<file path="config.mk">
export PLATFORM = sky130hd
export DESIGN_NAME = clk_out_ctrl
export DESIGN_NICKNAME = d
export VERILOG_FILES = /design/src/rtl/ckg_pkg.sv /design/src/rtl/ckg_mode_ctl.sv /design/src/rtl/ckg_test_div.sv /design/src/rtl/ckg_out_gate.sv /design/src/rtl/clk_out_ctrl.sv
export SDC_FILE = /design/constraint.sdc
export NUM_CORES = 1
export LEC_CHECK = 0
export ABC_AREA = 1
export CORE_UTILIZATION = 39
export DETAILED_ROUTE_END_ITERATION = 16
export DONT_BUFFER_PORTS = 1
export REMOVE_ABC_BUFFERS = 1
export SKIP_LAST_GASP = 1
export SYNTH_ARGS = -nofsm -noshare
export SYNTH_HDL_FRONTEND = slang
export SYNTH_SLANG_ARGS = --single-unit
</file>
<file path="constraint.sdc">
create_clock -name clk -period 1.6 [get_ports clk]
set_clock_uncertainty 0.15 [all_clocks]
set_input_delay 0.32 -clock clk [delete_from_list [all_inputs] [get_ports clk]]
set_output_delay 0.32 -clock clk [all_outputs]
set_load 0.02 [all_outputs]
</file>
<file path="src/rtl/ckg_pkg.sv">
package ckg_pkg;

    localparam int FSEL_W = 4;
    localparam int CODE_W = FSEL_W + 1;

    typedef enum logic [1:0] {
        MODE_SPREAD_OFF = 2'b00,
        MODE_TEST       = 2'b01,
        MODE_SPREAD_ON  = 2'b10,
        MODE_HIZ        = 2'b11
    } ckg_mode_e;

    typedef enum logic [2:0] {
        CLS_CPU,
        CLS_PCI,
        CLS_REF,
        CLS_48,
        CLS_24
    } ckg_class_e;

    typedef struct packed {
        ckg_mode_e         mode;
        logic              fsrc;
        logic [FSEL_W-1:0] fsel;
    } ckg_ctl_t;

    localparam ckg_ctl_t CTL_DEFAULT = '{mode: MODE_SPREAD_ON, fsrc: 1'b0, fsel: '0};

    function automatic ckg_class_e class_of(input int idx, input int n_cpu,
                                            input int n_pci, input int n_ref);
        if (idx < n_cpu)                       return CLS_CPU;
        else if (idx < n_cpu + n_pci)          return CLS_PCI;
        else if (idx < n_cpu + n_pci + n_ref)  return CLS_REF;
        else if (idx == n_cpu + n_pci + n_ref) return CLS_48;
        else                                   return CLS_24;
    endfunction

endpackage

</file>
<file path="src/rtl/ckg_mode_ctl.sv">
module ckg_mode_ctl
    import ckg_pkg::*;
#(
    parameter int N_OUT = 13
) (
    input  logic              clk,
    input  logic              rst,
    input  logic              cfg_wr,
    input  ckg_ctl_t          cfg_ctl,
    input  logic [N_OUT-1:0]  cfg_dis,
    input  logic              sync,
    input  logic [1:0]        fs_pins,
    output ckg_ctl_t          act,
    output logic              hold,
    output logic [N_OUT-1:0]  dis,
    output logic              spread,
    output logic [CODE_W-1:0] code
);

    ckg_ctl_t shadow_q;
    ckg_ctl_t act_q;
    logic     pending_q;
    logic     apply;

    assign apply = sync & pending_q;

    always_ff @(posedge clk) begin
        if (rst) begin
            shadow_q  <= CTL_DEFAULT;
            act_q     <= CTL_DEFAULT;
            pending_q <= 1'b0;
            hold      <= 1'b0;
            dis       <= '0;
            spread    <= 1'b1;
            code      <= '0;
        end else begin
            if (cfg_wr) begin
                shadow_q <= cfg_ctl;
                dis      <= cfg_dis;
            end
            pending_q <= cfg_wr | (pending_q & ~sync);
            if (apply) act_q <= shadow_q;
            hold   <= apply;
            spread <= (act_q.mode == MODE_SPREAD_ON);
            code   <= act_q.fsrc ? {1'b1, act_q.fsel}
                                 : {1'b0, {(FSEL_W-2){1'b0}}, fs_pins};
        end
    end

    assign act = act_q;

endmodule

</file>
<file path="src/rtl/ckg_test_div.sv">
module ckg_test_div (
    input  logic clk,
    input  logic rst,
    input  logic ref_lvl,
    output logic half,
    output logic quarter
);

    logic ref_d;
    logic rise;

    assign rise = ref_lvl & ~ref_d;

    always_ff @(posedge clk) begin
        if (rst) begin
            ref_d   <= 1'b0;
            half    <= 1'b0;
            quarter <= 1'b0;
        end else begin
            ref_d <= ref_lvl;
            if (rise) begin
                half <= ~half;
                if (half) quarter <= ~quarter;
            end
        end
    end

endmodule

</file>
<file path="src/rtl/ckg_out_gate.sv">
module ckg_out_gate (
    input  logic clk,
    input  logic rst,
    input  logic src,
    input  logic dis,
    input  logic hold,
    input  logic hiz,
    output logic out,
    output logic oe,
    output logic en
);

    always_ff @(posedge clk) begin
        if (rst) begin
            en  <= 1'b1;
            out <= 1'b0;
            oe  <= 1'b1;
        end else begin
            if (!src) en <= ~dis;
            out <= (hold | hiz) ? 1'b0 : (src & en);
            oe  <= ~hiz;
        end
    end

endmodule

</file>
<file path="src/rtl/clk_out_ctrl.sv">
module clk_out_ctrl
    import ckg_pkg::*;
#(
    parameter int N_CPU = 2,
    parameter int N_PCI = 7,
    parameter int N_REF = 2
) (
    input  logic                           clk,
    input  logic                           rst,
    input  logic                           src_cpu_i,
    input  logic                           src_pci_i,
    input  logic                           src_48_i,
    input  logic                           src_24_i,
    input  logic                           ref_i,
    input  logic [1:0]                     fs_pins_i,
    input  logic                           cfg_wr_i,
    input  logic [1:0]                     cfg_mode_i,
    input  logic                           cfg_fsrc_i,
    input  logic [3:0]                     cfg_fsel_i,
    input  logic [N_CPU+N_PCI+N_REF+1:0]   cfg_dis_i,
    input  logic                           sync_i,
    output logic [N_CPU+N_PCI+N_REF+1:0]   clk_o,
    output logic [N_CPU+N_PCI+N_REF+1:0]   clk_oe_o,
    output logic                           spread_on_o,
    output logic [4:0]                     freq_code_o
);

    localparam int N_OUT = N_CPU + N_PCI + N_REF + 2;

    ckg_ctl_t          cfg_ctl;
    ckg_ctl_t          act_ctl;
    logic              hold_w;
    logic [N_OUT-1:0]  dis_w;
    logic              half_w;
    logic              quarter_w;
    logic              test_w;
    logic              hiz_w;
    logic [1:0]        act_mode_w;
    logic [N_OUT-1:0]  sel_src;
    logic [N_OUT-1:0]  en_vec;

    assign cfg_ctl = '{mode: ckg_mode_e'(cfg_mode_i), fsrc: cfg_fsrc_i, fsel: cfg_fsel_i};

    ckg_mode_ctl #(.N_OUT(N_OUT)) u_mode (
        .clk     (clk),
        .rst     (rst),
        .cfg_wr  (cfg_wr_i),
        .cfg_ctl (cfg_ctl),
        .cfg_dis (cfg_dis_i),
        .sync    (sync_i),
        .fs_pins (fs_pins_i),
        .act     (act_ctl),
        .hold    (hold_w),
        .dis     (dis_w),
        .spread  (spread_on_o),
        .code    (freq_code_o)
    );

    ckg_test_div u_div (
        .clk     (clk),
        .rst     (rst),
        .ref_lvl (ref_i),
        .half    (half_w),
        .quarter (quarter_w)
    );

    assign act_mode_w = act_ctl.mode;
    assign test_w     = (act_ctl.mode == MODE_TEST);
    assign hiz_w      = (act_ctl.mode == MODE_HIZ);

    for (genvar i = 0; i < N_OUT; i++) begin : g_out
        localparam ckg_class_e CLS = class_of(i, N_CPU, N_PCI, N_REF);

        always_comb begin
            case (CLS)
                CLS_CPU: sel_src[i] = test_w ? half_w    : src_cpu_i;
                CLS_PCI: sel_src[i] = test_w ? quarter_w : src_pci_i;
                CLS_48:  sel_src[i] = test_w ? half_w    : src_48_i;
                CLS_24:  sel_src[i] = test_w ? quarter_w : src_24_i;
                default: sel_src[i] = ref_i;
            endcase
        end

        ckg_out_gate u_gate (
            .clk  (clk),
            .rst  (rst),
            .src  (sel_src[i]),
            .dis  (dis_w[i]),
            .hold (hold_w),
            .hiz  (hiz_w),
            .out  (clk_o[i]),
            .oe   (clk_oe_o[i]),
            .en   (en_vec[i])
        );
    end

endmodule

</file>
# == Yosys cells after proc, flatten, opt, wreduce, memory -nomap -nowiden ==
# Index checks and enable logic that the tools add are counted.
# classes
div_mod_pow,0
order_cmp,0
eq_ne,3
n_bitwise,37
multipliers,0
n_mux,5
n_addsub,0
shifts,0
reduce_logical,3
# op_table
cell,n
$not A1 Y1,19
$and A1 B1 Y1,16
$mux W5,1
$eq A2 B2 Y1 const B,2
$mux W1,4
$reduce_or A2 Y1,2
$eq A2 B1 Y1 const B,1
$or A1 B1 Y1,2
$reduce_and A2 Y1,1
# totals
mem_count,0
out_inout_bits,32
wordCells,90
regBits,65
latch_bits,0
ramBits,0
romBits,0

# == Depth between registers and ports, before layout ==
# Gate-level depths: netlist (run 1).
# depth
word_depth,3
depth_mapped,6
ltp_nobuf,6

# == Cells and area by module ==
# From an unflattened synthesis (run 1), not the netlist that was laid out.
# hier_totals
hier_cells,347
hier_area_um2,2773.9
# modules_own_cells
module,seq_area_each_um2,instances,area_each_um2,cells_per_inst
ckg_out_gate,60.1,13,101.3,13
ckg_mode_ctl,700.7,1,1276.2,147
ckg_test_div,60.1,1,122.6,17
clk_out_ctrl,0.0,1,57.6,14

# == Least setup slack after synthesis (run 1) ==
# Ideal clock, no wire load.
# synth_timing
path_kind,reg2out
start,"reg, netlist name g_out[7].u_gate.oe"
end,out clk_oe_o[0]
required_ps,1130
stages_incl_launch_ff,2
path_buffers,1
slack_ps,447
t_arrival_ps,683
cell_sequence,dfxtp_1 buf_4
# synth_lines
item,line_no,rtl
end: declaration,clk_out_ctrl.sv:23,"output logic [N_CPU+N_PCI+N_REF+1:0] clk_oe_o,"

# == Worst setup path in the final report (run 1) ==
# layout_timing
start,in rst
end,reg u_mode.pending_q
# layout_lines
item,line_no,rtl
start: declaration,clk_out_ctrl.sv:9,"input logic rst,"
end signal: assignment,ckg_mode_ctl.sv:41,pending_q <= cfg_wr | (pending_q & ~sync);
end: declaration,ckg_mode_ctl.sv:22,logic pending_q;
# No word-level cell between the ends.

==> summary.md, run 1 <==
| Metric | Value |
|---|---|
| Cell at the slowest stage of the critical path | `dlygate4sd3_1` |
| Run status | `finished clean` |
| Clock sink count | `65` |
| Vias in the first global route | `around 1,500` |
| Power, Total | `between 3000 and 4000 uW` |
| Max Cap Viol | `0` |
| Post-synthesis cell count | `~280` |
| Die Ht | `80.9 um` |
| Port Buffers | `0` |
| Final Cell Area | `roughly 2700 um2` |
| Worst flop-to-flop path startpoint | `u_mode.act[5]` |
| Gr ovfl total | `0` |
| Clk slew on worst S/H paths | `0.07 ns` |
| P per Cell Area | `1330 nW/um2` |
| Least-Margin Pin Slew | `roughly 0.38 ns` |
| Post-Route WL | `around 4.3 mm` |
| ANT nets after route | `0` |
| R2R cell count | `5` |
| Pre-Repair DR Iteration Count | `4` |
| Capture point of the worst reg-to-reg path | `g_out[6].u_gate.en` |
| Worst hold path type | `input port to register` |
| Die width | `approximately 81 um` |
| Switching Fraction | `0.230` |
| Crit path max fanout | `5` |
| Max Transition Viols Final | `0` |
| Initial antenna violation count | `0` |
| RSZ-0062 raised after global routing | `no` |
| Slew HR | `0.749` |
| Cell Rows | `28` |
| Worst Setup End Kind | `register` |
| Initial core utilization | `0.408` |
| Routability cong. | `0.753` |
| IO Pins | `63` |
| Core area | `approximately 6000 um2` |
| Area post-placement | `between 2000 and 2500 um2` |
| Routed WL per cell | `12.1 um` |
| Fmax | `about 0.65 GHz` |
| NetSw | `between 800 and 900 uW` |
| Vias per cell | `between 4 and 5` |
| Syn-to-layout area delta | `11.2%` |
| Final hold violation count | `0` |
| Vias | `around 1,600` |
| Hold endpoint | `u_mode.dis[2]` |
| Worst-skew pair later-pin latency | `~0.34 ns` |
| CP Data Required Time | `~1.7 ns` |
| Buffers & Inverters on Critical Path | `2` |
| Sequential element share of the synthesized area | `0.536` |
| CP delay by family, top | `buffers and inverters` |
| Ys Warns | `0` |
| Mapped Area | `approximately 2400 um2` |
| Die area | `6550 um2` |
| Inserted Clock Buffers | `9` |
| Largest net degree at the start of global routing | `24` |
| Hold-critical path depth | `2` |
| CTS tree | `built` |
| Reg power frac | `0.503` |
| P_int | `roughly 2800 uW` |
| Final min period | `1.54 ns` |
| Fin nets | `about 300` |
| Layout cells sized above 1 | `0.169` |
| First-pass GRT wire length | `~6.9 mm` |
| R2R Setup Slk | `around 0.26 ns` |
| DRC | `0` |
| Clock buffer depth | `2` |
| Worst Hold Launch | `cfg_dis_i[2]` |
| Leak Pwr | `between 0.001 and 0.0015 uW` |
| CP Cell Sequence | `dlygate4sd3_1 -> a21oi_1 -> dlygate4sd3_1` |
| DRT iter0 DRCs | `approximately 70` |
| Critical Path Source Type | `input port` |
| Cell repeated most along the worst path | `dlygate4sd3_1` |
| CTS root buf | `clkbuf_8` |
| Crit path DAT | `1.67 ns` |
| Finish-stage setup viols | `0` |
| H-tree Lvls | `3` |
| Antenna cell count | `0` |
| DPL Wire Length | `2.91 mm` |
| #FFs+latches synth | `65` |
| Setup bufs post-CTS | `0` |
| Crit path largest cell delay | `a little over 0.6 ns` |
| Syn Area/Cell | `between 8 and 9 um2` |
| Comb pwr share | `0.076` |
| Clk pwr share | `0.421` |
| Kind of critical path | `input port to register` |
| Unique masters post-synth | `23` |
| Post-layout util | `0.454` |
| Peak VDD IR | `roughly 0.00053 V` |
| GRT Total Usage | `0.145` |
| Final worst-path cycle share | `0.965` |
-- layout make-up --
cell class / instances / area, um2
Fill cell: 578 / 3250
Sequential cell: 65 / 1300
Multi-Input combinational cell: 152 / 772
Timing Repair Buffer: 20 / 213
Clock buffer: 15 / 196
Inverter: 25 / 93.8
Tap cell: 75 / 93.8
Clock inverter: 1 / 30.0
-- cell usage after synthesis --
cell | n | area, um2
buf_6 | 2 | 22.5
nand4_1 | 1 | 6.26
nand2_8 | 1 | 20.0
nor2_1 | 36 | 135
o21ai_1 | 2 | 10.0
nand2_4 | 2 | 22.5
o21ai_0 | 25 | 125
nand3_4 | 1 | 17.5
dfxtp_1 | 65 | 1300
a21oi_1 | 16 | 80.1
buf_4 | 26 | 195
nor2_2 | 9 | 56.3
nand2_1 | 17 | 63.8
o22a_1 | 1 | 8.76
inv_1 | 22 | 82.6
o211ai_1 | 3 | 22.5
clkbuf_1 | 1 | 3.75
nand3_1 | 29 | 145
clkbuf_2 | 1 | 5.00
a21oi_2 | 1 | 8.76
buf_2 | 7 | 35.0
inv_2 | 3 | 11.3
nand2_2 | 8 | 50.1
-- flip-flops by register name, summed over array words and instances, names as in the netlist --
register          cells
g_out.u_gate.en      13
g_out.u_gate.out     13
u_mode.dis           13
u_mode.act            7
u_mode.shadow_q       7
u_mode.code           5
g_out.u_gate.oe       1
u_div.half            1
u_div.quarter         1
u_div.ref_d           1
u_mode.hold           1
u_mode.pending_q      1
u_mode.spread         1
-- power by group through the flow --
stage,sequential (uW),clock [uW],combinational [uW]
5_1_grt,1820,1600,315
2_1_floorplan,1850,0,172
3_3_place_gp,1840,0,239
3_5_place_dp,1840,0,244
4_1_cts,1810,1550,277
6_report,1810,1510,274
-- through the flow --
step / hold WS [ns] / std cells / setup slack, ns / TNS, ns
6_report: 0.0122 / 353 / 0.0563 / 0
5_1_grt: 0.0137 / 353 / 0.0304 / 0
4_1_cts: 0.00283 / 353 / 0.0450 / 0
3_5_place_dp: 0.243 / 323 / 0.266 / 0
3_3_place_gp: 0.241 / 323 / 0.292 / 0
2_1_floorplan: 0.239 / 242 / -0.810 / -10.53
-- layer usage --
metal / vias up / wire, um / track usage
met2: 37 / 1970 / 0.225
met4: 0 / 155 / 0.116
met5: - / 0 / 0
li1: 858 / - / -
met3: 12 / 309 / 0.0483
met1: 716 / 1860 / 0.161
-- worst max-delay path by stage --
stage	from	end	cells past startpoint
final	rst	u_mode.pending_q	3
after CTS	cfg_wr_i	u_mode.shadow_q[6]	4
after floorplan	g_out[7].u_gate.oe	clk_oe_o[0]	0
after detailed placement	u_mode.act[5]	g_out[6].u_gate.en	5
after global routing	rst	u_mode.pending_q	3
after global placement	u_mode.act[5]	g_out[6].u_gate.en	5
-- repair_timing --
item | in CTS | in global routing
endpoints found under the hold margin | 20 | 0
gates resized for setup | 0 | 1
hold buffers | 14 | 0
setup endpoints to repair | 0 | 1
-- worst register-to-register path: stages, from the launching register on --
cell and delay, ns:
dfxtp_1 0.55, nand2_4 0.14, nand2_4 0.16, nand2_8 0.10, nand2_2 0.09, nand3_1 0.06
-- kinds of logic after synthesis --
family                 after synthesis  synth area share
AO/OA/AOI/OAI                       48             0.105
buffers and inverters               62             0.146
flip-flops                          65             0.536
AND/OR/NAND/NOR                    104             0.213
-- cells in the final DEF (no fill, tap or decap), drive strengths merged --
cell type     synthesis  layout
a21oi                17      17
buf                  35       6
bufinv                0       1
clkbuf                2      15
dfxtp                65      65
dlygate4sd3           0      13
dlymetal6s4s          0       1
inv                  25      25
nand2                28      28
nand3                30      30
nand4                 1       1
nor2                 45      45
o211ai                3       3
o21ai                27      27
o22a                  1       1
No activity file was read; power rests on OpenSTA's default activity.
==> run 2: changes to the inputs <==
Settings changed: CORE_UTILIZATION 39 to 31, GPL_TIMING_DRIVEN set to 0.
==> summary.md, run 2 (synthesized netlist as in run 1, its figures left out) <==
| Metric | Value |
|---|---|
| Run status | `finished with violations` |
| Failing checks | `setup timing` |
| P per Cell Area | `1250 nW/um2 (-6.3%)` |
| Power, Total | `3280 uW (-8.8%)` |
| Fin nets | `300 (-1.3%)` |
| Crit. path cell count | `0 (-3)` |
| Max Cap Viol | `0 (unchanged)` |
| Hold Slack | `0.0230 ns (+0.0108 ns)` |
| Critical Path Source Type | `register` |
| DRT iter0 DRCs | `45 (-38%)` |
| Cell Rows | `31 (+11%)` |
| Gr busiest metal | `met2` |
| Vias per cell | `4.40 (-4.3%)` |
| Worst Setup EP | `clk_oe_o[4]` |
| GRT Total Usage | `0.119 (-0.0251)` |
| H-tree Lvls | `3 (unchanged)` |
| Inserted Clock Buffers | `9 (unchanged)` |
| Post-Route WL | `4.49 mm (+4.7%)` |
| Clock sink count | `65 (unchanged)` |
| Worst Setup End Kind | `primary output` |
| Gr ovfl total | `0 (unchanged)` |
| Die width | `90.5 um (+12%)` |
| CP startpoint | `g_out[7].u_gate.oe` |
| Fmax | `0.609 GHz (-6.0%)` |
| DPL Wire Length | `2.92 mm (about the same)` |
| DRC | `0 (unchanged)` |
| Routed WL per cell | `12.0 um (-0.90%)` |
| Initial core utilization | `0.328 (-0.0800)` |
| Peak VDD IR | `0.000305 V (-43%)` |
| Die area | `8190 um2 (+25%)` |
| Worst hold path type | `input port to register` |
| RSZ-0062 raised after global routing | `yes` |
| Fill cell count | `789 (+37%)` |
| Antenna cell count | `0 (unchanged)` |
| Final Cell Area | `2630 um2 (-2.7%)` |
| Max Transition Viols Final | `0 (unchanged)` |
| Port Buffers | `0 (unchanged)` |
| CTS root buf | `clkbuf_8` |
| Kind of critical path | `register to primary output` |
| Capture point of the worst reg-to-reg path | `u_div.quarter` |
| Vias | `1,641 (+1.1%)` |
| Least-Margin Pin Slew | `0.727 ns (+0.351 ns)` |
| Slew HR | `0.518 (-0.231)` |
| Vias in the first global route | `1,567 (+3.0%)` |
| Grt met1 use | `0.136 (-0.0250)` |
| Die Ht | `90.5 um (+12%)` |
| Crit path DAT | `1.17 ns (-0.50 ns)` |
| Final hold violation count | `0 (unchanged)` |
| Clock buffer depth | `2 (unchanged)` |
| Final min period | `1.64 ns (+0.0993 ns)` |
| First-pass GRT wire length | `7.57 mm (+10%)` |
| Core area | `7410 um2 (+24%)` |
| Clk slew on worst S/H paths | `0.06 ns (about the same)` |
| Largest net degree at the start of global routing | `46 (+92%)` |
| R2R Setup Slk | `0.10 ns (-0.16 ns)` |
| Initial antenna violation count | `0 (unchanged)` |
| Pre-Repair DR Iteration Count | `4 (unchanged)` |
| Worst-skew pair later-pin latency | `0.33 ns (about the same)` |
| Commonest non-fill, non-tap cells in the layout | `64 x dfxtp_1, 36 x nor2_1, 29 x nand3_1` |
| Setup bufs post-CTS | `0 (unchanged)` |
| Largest registers | `g_out.u_gate.en: 13 flops, g_out.u_gate.out: 13 flops, u_mode.dis: 13 flops` |
| Syn-to-layout area delta | `8.24%` |
| Area post-placement | `2290 um2 (-1.7%)` |
| R2R cell count | `4 (-1)` |
| CP Data Required Time | `1.13 ns (-0.60 ns)` |
| Finish-stage setup viols | `13 (+13)` |
| Placed Cells incl. Taps | `341 (+5.6%)` |
| Commonest non-fill, non-tap cell in the layout | `dfxtp_1` |
| Crit path max fanout | `13 (+8)` |
| IO Pins | `63 (unchanged)` |
| Routing usage on met2 | `0.185 (-0.0402)` |
| Met3 Use GR | `0.0488 (+0.000507)` |
| Final worst-path cycle share | `1.03 (+0.0621)` |
| Layout cells sized above 1 | `0.146 (-0.0231)` |
| Slack of the critical path | `-0.0431 ns (-0.0993 ns)` |
| Routability cong. | `0.689 (-8.5%)` |
| Post-layout util | `0.355 (-0.0987)` |
| Non-Filler Instances | `373 (+5.7%)` |
| Leak Pwr | `0.00110 uW (-5.1%)` |
| CTS tree | `built` |
| ANT nets after route | `0 (unchanged)` |
| Worst flop-to-flop path startpoint | `u_div.half` |
run 2: how the worst min path moves through the flow:
stage	startpoint	to	slack (ns)	cells after the start
2_1_floorplan	rst	u_div.quarter	0.24	1
3_3_place_gp	rst	u_mode.pending_q	0.24	1
3_5_place_dp	rst	u_div.quarter	0.24	1
4_1_cts	cfg_wr_i	u_mode.shadow_q[2]	0.006	2
5_1_grt	cfg_dis_i[3]	u_mode.dis[3]	0.01	2
6_report	cfg_wr_i	u_mode.shadow_q[2]	0.02	2
run 2: what timing repair did:
item	4_1_cts	5_1_grt
gates resized for setup	1	0
cloned	0	0
hold buffers	16	0
endpoints found under the setup margin	13	13
endpoints found under the hold margin	21	0
run 2: stage by stage:
stage	setup TNS [ns]	setup WS [ns]
after floorplan	-10.53	-0.810
after global placement	-11.39	-0.840
after detailed placement	-1.41	-0.0686
after CTS	-0.868	-0.0674
after global routing	-1.24	-0.0960
final	-0.553	-0.0431
run 2: cell type report:
type                            instances  area [um2]  share of cell area
Clock inverter                          3        15.0             0.00571
Clock buffer                           13         159              0.0604
Sequential cell                        65        1310               0.496
Inverter                               25        93.8              0.0357
Tap cell                               99         124              0.0471
Multi-Input combinational cell        152         772               0.294
Timing Repair Buffer                   16         160              0.0609
run 2: routing by layer:
metal | up-vias | wire (um) | part of all wire
li1 | 860 | - | -
met2 | 36 | 2070 | 0.46
met4 | 0 | 113 | 0.025
met5 | - | 0 | 0
met1 | 734 | 2020 | 0.45
met3 | 11 | 285 | 0.063
run 2: where the power goes:
group	internal (uW)	switching, uW
Combinational	98.6	147
Sequential	1720	98.0
Clock	640	570
==> run 3: changes to the inputs <==
Settings changed: SLEW_MARGIN set to 10.
Clock period 1.6 ns to 1.4 ns, I/O delays scaled along.
==> summary.md, run 3 (synthesized netlist as in run 1, its figures left out) <==
| Metric | Value |
|---|---|
| Pre-Repair DR Iteration Count | `4 (unchanged)` |
| Gr ovfl total | `0 (unchanged)` |
| Slew HR | `0.518 (about the same)` |
| Largest registers | `g_out.u_gate.en: 13 flops, g_out.u_gate.out: 13 flops, u_mode.dis: 13 flops` |
| Largest net degree at the start of global routing | `46 (unchanged)` |
| Vias | `1,674 (+2.0%)` |
| RSZ-0062 raised after global routing | `yes` |
| Initial antenna violation count | `0 (unchanged)` |
| Peak VDD IR | `0.000333 V (+9.3%)` |
| DRC | `0 (unchanged)` |
| Die width | `90.5 um (unchanged)` |
| Clk pwr share | `0.367 (-0.002)` |
| P per Cell Area | `1380 nW/um2 (+11%)` |
| P_int | `2830 uW (+15%)` |
| CTS root buf | `clkbuf_8` |
| Least-Margin Pin Slew | `0.727 ns (-0.00000137 ns)` |
| Cell Rows | `31 (unchanged)` |
| Hold Slack | `0.0126 ns (-0.0103 ns)` |
| Reg power frac | `0.553 (-0.003)` |
| Initial core utilization | `0.328 (unchanged)` |
| Commonest non-fill, non-tap cell in the layout | `dfxtp_1` |
| Leak Pwr | `0.00113 uW (+3.2%)` |
| Kind of critical path | `register to primary output` |
| Slack of the critical path | `-0.203 ns (-0.160 ns)` |
| GRT Total Usage | `0.119 (about the same)` |
| Core area | `7410 um2 (unchanged)` |
| Run status | `finished with violations` |
| Clk slew on worst S/H paths | `0.07 ns (about the same)` |
| Inserted Clock Buffers | `9 (unchanged)` |
| Commonest non-fill, non-tap cells in the layout | `63 x dfxtp_1, 36 x nor2_1, 29 x nand3_1` |
| Crit path DAT | `1.17 ns (about the same)` |
| Final min period | `~1.6 ns` |
| Port Buffers | `0 (unchanged)` |
| Clock buffer depth | `2 (unchanged)` |
| Comb pwr share | `0.080 (+0.005)` |
| Setup bufs post-CTS | `0 (unchanged)` |
| Post-Route WL | `4.50 mm (+0.31%)` |
| IO Pins | `63 (unchanged)` |
| DRT iter0 DRCs | `60 (+33%)` |
| Clock sink count | `65 (unchanged)` |
| Syn-to-layout area delta | `12.0%` |
| Final worst-path cycle share | `1.14` |
| Max Transition Viols Final | `0 (unchanged)` |
| Crit path max fanout | `13 (unchanged)` |
| Layout cells sized above 1 | `0.145 (-0.00111)` |
| ANT nets after route | `0 (unchanged)` |
| NetSw | `936 uW (+15%)` |
| CP Data Required Time | `0.97 ns (-0.16 ns)` |
| Finish-stage setup viols | `13 (unchanged)` |
| Max Cap Viol | `0 (unchanged)` |
| Dpl ws | `-0.229 ns (-0.160 ns)` |
| Switching Fraction | `0.248 (-0.000342)` |
| Final hold violation count | `0 (unchanged)` |
| Die area | `8190 um2 (unchanged)` |
| Worst hold path type | `input port to register` |
| Critical Path Source Type | `register` |
| First-pass GRT wire length | `7.59 mm (+0.28%)` |
| Worst Setup End Kind | `primary output` |
| Antenna cell count | `0 (unchanged)` |
| Fmax | `0.624 GHz` |
| Worst-skew pair later-pin latency | `0.33 ns (about the same)` |
| Fin nets | `309 (+3.0%)` |
| CTS tree | `built` |
| Vias per cell | `4.38 (-0.39%)` |
| Die Ht | `90.5 um (unchanged)` |
| H-tree Lvls | `3 (unchanged)` |
| DPL Wire Length | `2.92 mm (unchanged)` |
| Vias in the first global route | `1,612 (+2.9%)` |
| Failing checks | `setup timing` |
| Routed WL per cell | `11.8 um (-2.1%)` |
| Routability cong. | `0.689 (unchanged)` |
==> run 3: cell types whose count changed in the layout (fill, tap and decap cells not counted), sizes merged <==
cell	before	now
dlygate4sd3	16	25
==> run 3: cell type report <==
class	count	area, um2
inverters	25	93.8
flip-flops and latches	65	1310
well taps	99	124
multi-input cells	152	772
clock buffers	13	159
repair buffers	25	250
fillers	776	4690
clock inverters	3	15.0
==> run 3: power groups by stage <==
| stage | clock (uW) | sequential [uW] | combinational, uW |
|---|---|---|---|
| 4_1_cts | 1430 | 2080 | 308 |
| 5_1_grt | 1520 | 2100 | 347 |
| 2_1_floorplan | 0 | 2110 | 197 |
| 3_3_place_gp | 0 | 2120 | 236 |
| 3_5_place_dp | 0 | 2130 | 243 |
| 6_report | 1380 | 2080 | 302 |
==> run 3: worst paths after layout <==
path                       from                  to  slack (ns)  depth (start not counted)
max          g_out[7].u_gate.oe         clk_oe_o[4]       -0.20                          0
min                cfg_dis_i[1]       u_mode.dis[1]        0.01                          2
max reg2reg       u_mode.act[6]  g_out[3].u_gate.en        0.14                          6
min reg2reg       u_mode.act[2]      u_mode.code[2]        0.29                          2
==> run 3: through the flow <==
stage	power, uW	area, um2	std cells	setup TNS [ns]	utilization
finish	3770	2720	382	-2.63	0.367
global placement	2360	2290	341	-15.55	0.309
CTS	3820	2720	382	-2.95	0.367
detailed placement	2370	2290	341	-5.58	0.309
floorplan	2310	2170	242	-12.61	-
global route	3960	2720	382	-3.32	0.367
==> run 3: repair_timing <==
item                                    CTS  global route
resized for setup                         2             0
hold buffers                             25             0
endpoints found under the setup margin   14            13
endpoints found under the hold margin    33             0
==> run 3: per-layer routing <==
metal,vias up,GRT usage,part of all wire
met4,0,0.0766,0.026
li1,874,-,-
met3,11,0.0463,0.060
met1,751,0.133,0.45
met5,-,0,0
met2,38,0.189,0.47
